===== src/rtl/dma_irq_pkg.sv =====
package dma_irq_pkg;
  localparam int REG_W  = 16;
  localparam int ADDR_W = 3;

  typedef enum logic [ADDR_W-1:0] {
    A_CTRL   = 3'd0,
    A_STAT   = 3'd1,
    A_SRC_LO = 3'd2,
    A_SRC_HI = 3'd3,
    A_DST_LO = 3'd4,
    A_DST_HI = 3'd5
  } reg_addr_e;
endpackage


===== src/rtl/dma_irq_status.sv =====
module dma_irq_status #(
  parameter int NUM_EVT = 6
) (
  input  logic               clk,
  input  logic               rst,
  input  logic               en_we,
  input  logic [NUM_EVT-1:0] en_wdata,
  input  logic [NUM_EVT-1:0] evt,
  input  logic               clr,
  output logic [NUM_EVT-1:0] stat_o,
  output logic [NUM_EVT-1:0] en_o,
  output logic               irq_o
);
  logic [NUM_EVT-1:0] en_q, stat_q, en_d, stat_d;
  logic               irq_q;

  always_comb begin
    en_d   = en_we ? en_wdata : en_q;
    // new events are gated by the enables in force this cycle
    stat_d = (clr ? '0 : stat_q) | (evt & en_q);
  end

  always_ff @(posedge clk) begin
    if (rst) begin
      en_q   <= '0;
      stat_q <= '0;
      irq_q  <= 1'b0;
    end else begin
      en_q   <= en_d;
      stat_q <= stat_d;
      // a clearing read forces one low cycle, which is the lockout gap
      irq_q  <= !clr && (|(stat_d & en_d));
    end
  end

  assign stat_o = stat_q;
  assign en_o   = en_q;
  assign irq_o  = irq_q;
endmodule


===== src/rtl/dma_addr_pair.sv =====
module dma_addr_pair #(
  parameter int HALF_W = 16
) (
  input  logic                clk,
  input  logic                we_lo,
  input  logic                we_hi,
  input  logic [HALF_W-1:0]   wdata,
  output logic [2*HALF_W-1:0] addr_o
);
  logic [HALF_W-1:0] lo_q, hi_q;

  always_ff @(posedge clk) begin
    if (we_lo) lo_q <= wdata;
    if (we_hi) hi_q <= wdata;
  end

  assign addr_o = {hi_q, lo_q};
endmodule


===== src/rtl/dma_chan_irq_regs.sv =====
module dma_chan_irq_regs
  import dma_irq_pkg::*;
#(
  parameter int NUM_EVT = 6
) (
  input  logic               clk,
  input  logic               rst,
  input  logic [NUM_EVT-1:0] evt_i,
  input  logic [ADDR_W-1:0]  reg_addr,
  input  logic               reg_we,
  input  logic [REG_W-1:0]   reg_wdata,
  input  logic               reg_re,
  input  logic               reg_dbg,
  output logic [REG_W-1:0]   reg_rdata,
  output logic               irq,
  output logic [2*REG_W-1:0] src_addr,
  output logic [2*REG_W-1:0] dst_addr
);
  localparam int NUM_PAIR = 2;

  logic [NUM_EVT-1:0] stat_w, en_w;
  logic               clr_w;
  logic [2*REG_W-1:0] pair_addr [NUM_PAIR];
  logic [REG_W-1:0]   rd_mux, rdata_q;

  assign clr_w = reg_re && !reg_dbg && (reg_addr == A_STAT);

  dma_irq_status #(.NUM_EVT(NUM_EVT)) u_stat (
    .clk      (clk),
    .rst      (rst),
    .en_we    (reg_we && (reg_addr == A_CTRL)),
    .en_wdata (reg_wdata[NUM_EVT-1:0]),
    .evt      (evt_i),
    .clr      (clr_w),
    .stat_o   (stat_w),
    .en_o     (en_w),
    .irq_o    (irq)
  );

  for (genvar p = 0; p < NUM_PAIR; p++) begin : g_pair
    localparam logic [ADDR_W-1:0] LO_A = ADDR_W'(A_SRC_LO + 2*p);
    localparam logic [ADDR_W-1:0] HI_A = ADDR_W'(A_SRC_HI + 2*p);
    dma_addr_pair #(.HALF_W(REG_W)) u_pair (
      .clk    (clk),
      .we_lo  (reg_we && (reg_addr == LO_A)),
      .we_hi  (reg_we && (reg_addr == HI_A)),
      .wdata  (reg_wdata),
      .addr_o (pair_addr[p])
    );
  end

  assign src_addr = pair_addr[0];
  assign dst_addr = pair_addr[1];

  always_comb begin
    case (reg_addr)
      A_CTRL:   rd_mux = REG_W'(en_w);
      A_STAT:   rd_mux = REG_W'(stat_w);
      A_SRC_LO: rd_mux = pair_addr[0][REG_W-1:0];
      A_SRC_HI: rd_mux = pair_addr[0][2*REG_W-1:REG_W];
      A_DST_LO: rd_mux = pair_addr[1][REG_W-1:0];
      A_DST_HI: rd_mux = pair_addr[1][2*REG_W-1:REG_W];
      default:  rd_mux = '0;
    endcase
  end

  always_ff @(posedge clk) begin
    if (rst)         rdata_q <= '0;
    else if (reg_re) rdata_q <= rd_mux;
    else             rdata_q <= '0;
  end

  assign reg_rdata = rdata_q;
endmodule


===== config.mk =====
export PLATFORM = sky130hd
export DESIGN_NAME = dma_chan_irq_regs
export DESIGN_NICKNAME = d
export VERILOG_FILES = /design/src/rtl/dma_irq_pkg.sv /design/src/rtl/dma_irq_status.sv /design/src/rtl/dma_addr_pair.sv /design/src/rtl/dma_chan_irq_regs.sv
export SDC_FILE = /design/constraint.sdc
export NUM_CORES = 1
export LEC_CHECK = 0
export BUFFER_PORTS_ARGS = -buffer_cell sky130_fd_sc_hd__buf_2
export CAP_MARGIN = 20
export CORE_ASPECT_RATIO = 0.9
export CORE_MARGIN = 4
export CORE_UTILIZATION = 50
export CTS_BUF_LIST = sky130_fd_sc_hd__clkbuf_16
export DETAILED_ROUTE_END_ITERATION = 10
export PLACE_DENSITY = 0.88
export SYNTH_ARGS = -nofsm -noshare
export SYNTH_HDL_FRONTEND = slang
export SYNTH_SLANG_ARGS = --single-unit
export TNS_END_PERCENT = 1

===== constraint.sdc =====
create_clock -name clk -period 3 [get_ports clk]
set_input_delay 0.6 -clock clk [delete_from_list [all_inputs] [get_ports clk]]
set_output_delay 0.6 -clock clk [all_outputs]
set_load 0.02 [all_outputs]

==> results of run 1 <==
[registers in the layout (all words and copies together) (netlist names)]
signal	count
u_stat.irq_o	1
g_pair.u_pair.hi_q	32
u_stat.stat_o	6
g_pair.u_pair.lo_q	32
reg_rdata	16
u_stat.en_o	6
[where the power goes]
group | total [mW] | internal [mW] | leakage, nW | switching [mW]
sequential | 1.43 | 1.41 | 0.816 | 0.0188
combinational | 0.223 | 0.0834 | 0.864 | 0.139
clock | 1.09 | 0.641 | 0.145 | 0.452
[per-layer routing]
| layer | wire (um) | global-route usage | share of wire | vias to the layer above |
|---|---|---|---|---|
| li1 | - | - | - | 1158 |
| met1 | 3430 | 0.246 | 0.41 | 1199 |
| met2 | 4270 | 0.346 | 0.51 | 104 |
| met3 | 582 | 0.0502 | 0.069 | 16 |
| met4 | 161 | 0.0855 | 0.019 | 0 |
| met5 | 0 | 0 | 0 | - |
[cell type report]
cell class,instances,area (um2),area share
Clock buffer,9,225,0.0500
Clock inverter,7,65.1,0.0144
Multi-Input combinational cell,136,977,0.217
Timing Repair Buffer,119,618,0.137
Inverter,2,7.51,0.00167
Tap cell,90,113,0.0250
Sequential cell,93,2500,0.555
[stage by stage]
stage,instance area (um2),setup WS [ns],utilization,power [mW]
floorplan,3550,0.470,-,1.59
global placement,4220,0.626,0.627,1.67
detailed placement,4220,0.601,0.627,1.68
CTS,4510,0.949,0.670,2.77
global route,4510,0.836,0.670,2.83
finish,4510,0.914,0.670,2.74
[how the worst max path moves through the flow]
stage,depth (start not counted),slack (ns),to
after global placement,7,0.63,u_stat.irq_o
after detailed placement,7,0.60,u_stat.irq_o
final,7,0.91,u_stat.irq_o
after global routing,8,0.84,u_stat.irq_o
after floorplan,5,0.47,g_pair[0].u_pair.hi_q[0]
after CTS,7,0.95,u_stat.irq_o
[placed cells by master, fill, tap and decap left out, types with 7 or more instances in the layout]
cell type	Yosys	routed
buf_4	1	9
dfxtp_1	29	29
buf_2	5	110
edfxtp_1	64	64
clkbuf_16	0	9
o22a_1	15	15
a22oi_1	7	7
a21oi_1	11	11
mux2i_1	33	33
nor2_1	36	32
[kinds of logic after synthesis]
group | Yosys count | synth area share
AOI/OAI and AO/OA | 45 | 0.0952
and+or+nand+nor | 53 | 0.0684
muxes | 38 | 0.109
buffers and inverters | 16 | 0.0219
DFF | 93 | 0.705
==> impl_metrics.py, run 1 <==
metrics = {
    "run_status": {
        "status": "finished, final reports clean",
    },
    "setup_path": {
        "r2r-start": "g_pair[0].u_pair.hi_q[2]",
        "startpoint": "reg_addr[2]",
        "startpoint_type": "input pin",
        "endpoint_kind": "flop",
        "crit_chain": "buf_2 > buf_4 > or4b_4 > o21ai_1 > a21oi_1 > a2111oi_2 > a221oi_1",
        "crit_path_max_fanout": 13,
        "r2r_slack_ns": 1.79,
        "r2r_cells": 4,
        "path_buf_inv": 2,
        "slowest_stage": "or4b_4",
        "critical_path.max_stage_delay_ns": 0.54,
        "criticalPathCategory": "input pin to flop",
        "cp.arrival_ns": 2.29,
        "crit_required_ns": 3.20,
        "rr_endpoint": "reg_rdata[2]",
        "critPathTopFamily": "compound AO/OA/AOI/OAI gates",
    },
    "cts": {
        "ctsResizeCount": 0,
        "htree_levels": 3,
        "cts_tree": "yes",
        "clk_pin_slew_ns": 0.06,
        "clk_latency_ns": 0.34,
        "cts_buffers": 9,
        "clock-sinks": 93,
        "cts_buffer_depth": 2,
        "cts_root_buffer": "clkbuf_16",
        "cts_setup_buffers": 0,
        "hold_buffers": 0,
    },
    "pwr": {
        "irDropWorstVdd_mv": 0.420,
        "power.density_nw_per_um2": 608,
        "p_leak_nw": 1.82,
    },
    "routing": {
        "routed_wl_um": 8450,
        "antenna_left": 0,
        "avgRoutedWirePerCell_um": 18.5,
        "routed-via-count": 2477,
        "drt_iter0_markers": 147,
        "drtPass1Iterations": 4,
        "drc": 0,
        "avgViaCountPerCell": 5.43,
    },
    "global_routing": {
        "grt_remaining_overflow": 0,
        "grtUsageTotal": 0.201,
        "antenna_found_initial": 0,
        "grt_max_degree": 21,
        "grt_pass1_wl_um": 13000,
        "grt_pass1_vias": 2483,
    },
    "logic_synthesis": {
        "synthCells": 245,
        "synth.avg_cell_area_um2": 14.5,
        "seq_area_frac_synth": 0.705,
        "syn-num-nets": 275,
        "synth_area_um2": 3550,
        "synth_area_leaders": "edfxtp_1 54%, dfxtp_1 16%, mux2i_1 9.3%",
        "yosys.area.top_type_share": 0.542,
        "ys.flop_type": "edfxtp_1",
        "yosysMostFrequentCell": "edfxtp_1",
        "async_flop_share": 0,
        "synth_top_cell_by_area": "edfxtp_1",
        "synth-edff-count": 64,
        "ys.warnings.count": 0,
        "ys_types": 28,
        "synth_common_cells": "64 x edfxtp_1, 36 x nor2_1, 33 x mux2i_1",
        "ys_seq_elements": 93,
    },
    "timing": {
        "rsz0062_at_grt": "no",
        "post-route-period-util": 0.695,
        "finClkSkew_ns": 0.00628,
        "tns_ns": 0,
        "report.final.slew_viol_count": 0,
        "setup_violations": 0,
        "fmax_mhz": 479,
        "hold_ws_ns": 0.473,
        "slew_headroom": 0.401,
        "finalHoldViolCount": 0,
        "tightest_slew_ns": 0.898,
        "period_needed_ns": 2.09,
    },
    "floorplanning": {
        "rows": 28,
        "core_area_um2": 6730,
        "fp.dieH_um": 87.9,
        "fp.dieW_um": 96.8,
        "io_pins": 111,
        "die_area_um2": 8510,
        "start_util": 0.527,
    },
    "placed_design": {
        "port_buffers": 110,
        "hpwl_um": 6270,
        "dp.cells": 440,
        "gp_congestion": 0.938,
    },
    "finish": {
        "fillCellCount": 497,
        "stdcell_count": 456,
        "n_antenna_cell": 0,
        "area_growth_pct": 27.1,
        "drive_gt1_frac": 0.404,
        "fin_nets": 391,
    },
    "hold_path": {
        "holdPathStages": 1,
        "hp-class": "input pin to flop",
        "hold_path_end": "g_pair[0].u_pair.lo_q[9]",
        "hold_path.startpoint": "reg_wdata[9]",
    },
    "flow_run": {
        "max-cap-violations": 0,
    },
}
No activity file was read; power rests on OpenSTA's default activity.
==> run 2: changes to the inputs <==
Clock period 3 ns to 2.2 ns, I/O delays scaled along.
==> run 2 against run 1 <==
Flip-flop and latch count unchanged. Via count up 1.2%. Routed wire length increased by 0.31%. Clock-buffer cell count did not move. Non-clock buffer count rose by 7. Largest cell class unchanged. Combinational power up 41%. Register-to-register slack got worse by 0.80 ns. Clock power up 47%. Global-route usage is 0.066 points higher. Cell count grew 1.5%. Die area stayed put. Design area up 1.7%.
==> impl_metrics.py, run 2 (synthesized netlist as in run 1, its figures left out) <==
metrics = {
    "hold_path": {
        "hold_path_end": "g_pair[0].u_pair.hi_q[12]",
        "hold_path.startpoint": "reg_wdata[12]",
        "hp-class": "input pin to flop",
        "holdPathStages": 1,
    },
    "cts": {
        "cts_root_buffer": "clkbuf_16",
        "htree_levels": 3,
        "cts_tree": "yes",
        "clk_latency_ns": 0.33,
        "cts_setup_buffers": 0,
        "clock-sinks": 93,
        "clk_pin_slew_ns": 0.06,
        "ctsResizeCount": 0,
        "hold_buffers": 0,
        "cts_buffer_depth": 2,
        "cts_buffers": 9,
    },
    "floorplanning": {
        "die_area_um2": 8510,
        "core_area_um2": 6730,
        "rows": 28,
        "fp.dieH_um": 87.9,
        "start_util": 0.527,
        "io_pins": 111,
        "fp.dieW_um": 96.8,
    },
    "setup_path": {
        "startpoint_type": "input pin",
        "r2r_slack_ns": 0.99,
        "cp.arrival_ns": 1.95,
        "rr_endpoint": "u_stat.irq_o",
        "crit_required_ns": 2.40,
        "crit_path_max_fanout": 10,
        "endpoint_kind": "flop",
        "criticalPathCategory": "input pin to flop",
        "r2r_cells": 4,
        "r2r-start": "u_stat.en_o[1]",
    },
    "finish": {
        "drive_gt1_frac": 0.416,
        "final_common_cell": "buf_2",
        "mostFrequentLayoutCells": "110 x buf_2, 64 x edfxtp_1, 33 x mux2i_1",
        "area_growth_pct": 29.3,
        "fin_nets": 398,
        "stdcell_count": 463,
        "final_util": 0.682,
        "n_antenna_cell": 0,
        "design_area_um2": 4590,
    },
    "timing": {
        "tns_ns": 0,
        "slew_headroom": 0.700,
        "post-route-period-util": 0.793,
        "finClkSkew_ns": 0.00450,
        "setup_violations": 0,
        "fmax_mhz": 573,
        "rsz0062_at_grt": "no",
        "tightest_slew_ns": 0.449,
        "finalHoldViolCount": 0,
        "report.final.slew_viol_count": 0,
        "period_needed_ns": 1.75,
        "setup_slack_ns": 0.455,
    },
    "placed_design": {
        "hpwl_um": 6220,
        "place_area_um2": 4270,
        "gp_congestion": 0.857,
        "dp.cells": 447,
        "port_buffers": 110,
        "dp_slack_ns": 0.139,
    },
    "routing": {
        "drc": 0,
        "routed_wl_um": 8480,
        "antenna_left": 0,
        "drt_iter0_markers": 157,
        "routed-via-count": 2506,
        "avgRoutedWirePerCell_um": 18.3,
        "drtPass1Iterations": 4,
        "avgViaCountPerCell": 5.41,
    },
    "pwr": {
        "irDropWorstVdd_mv": 0.540,
        "p_leak_nw": 1.87,
        "power.density_nw_per_um2": 841,
    },
    "global_routing": {
        "grtUsageTotal": 0.202,
        "grt_max_degree": 26,
        "grt_remaining_overflow": 0,
        "grt_pass1_vias": 2463,
        "grt_pass1_wl_um": 12900,
        "antenna_found_initial": 1,
    },
    "run_status": {
        "status": "finished, final reports clean",
    },
    "flow_run": {
        "max-cap-violations": 0,
    },
}
run 2: cell count changes in the layout (fill, tap and decap cells not counted):
cell       change
inv_1          +1
bufinv_16      +1
clkinv_1       -1
clkinv_2       -1
buf_4          +7
run 2: power by group:
part / total [mW] / switching (mW) / internal (mW)
combinational: 0.314 / 0.194 / 0.120
clock: 1.60 / 0.608 / 0.990
sequential: 1.95 / 0.0241 / 1.92
total: 3.86 / 0.826 / 3.03
run 2: worst max path at each step:
| stage | startpoint | end | depth (start not counted) |
|---|---|---|---|
| 2_1_floorplan | reg_addr[0] | g_pair[0].u_pair.hi_q[0] | 5 |
| 3_3_place_gp | reg_addr[1] | u_stat.irq_o | 6 |
| 3_5_place_dp | reg_addr[1] | u_stat.irq_o | 6 |
| 4_1_cts | reg_addr[1] | u_stat.irq_o | 6 |
| 5_1_grt | reg_addr[1] | u_stat.irq_o | 7 |
| 6_report | reg_addr[1] | u_stat.irq_o | 6 |
run 2: worst max-delay path, stage by stage:
cell	delay (ns)
buf_2	0.17
or4b_4	0.58
o21ai_2	0.17
a21oi_1	0.10
a2111oi_2	0.36
a221oi_1	0.12
run 2: area by class of cell:
class	instances	area, um2
sequential	93	2500
fill	506	2140
multi-input combinational	136	977
timing repair buffer	126	671
clock buffer	9	225
tap	90	113
clock inverter	7	90.1
inverter	2	7.51
run 2: per-layer routing:
metal / vias up / global-route usage / part of all wire
li1: 1164 / - / -
met1: 1208 / 0.244 / 0.41
met2: 117 / 0.345 / 0.50
met3: 15 / 0.0677 / 0.080
met4: 2 / 0.0702 / 0.015
met5: - / 0 / 0.00083
run 2: metrics by stage:
stage | hold slack (ns) | total power, mW
5_1_grt | 0.307 | 4.00
4_1_cts | 0.301 | 3.89
2_1_floorplan | 0.451 | 2.17
6_report | 0.314 | 3.86
3_3_place_gp | 0.496 | 2.29
3_5_place_dp | 0.494 | 2.30
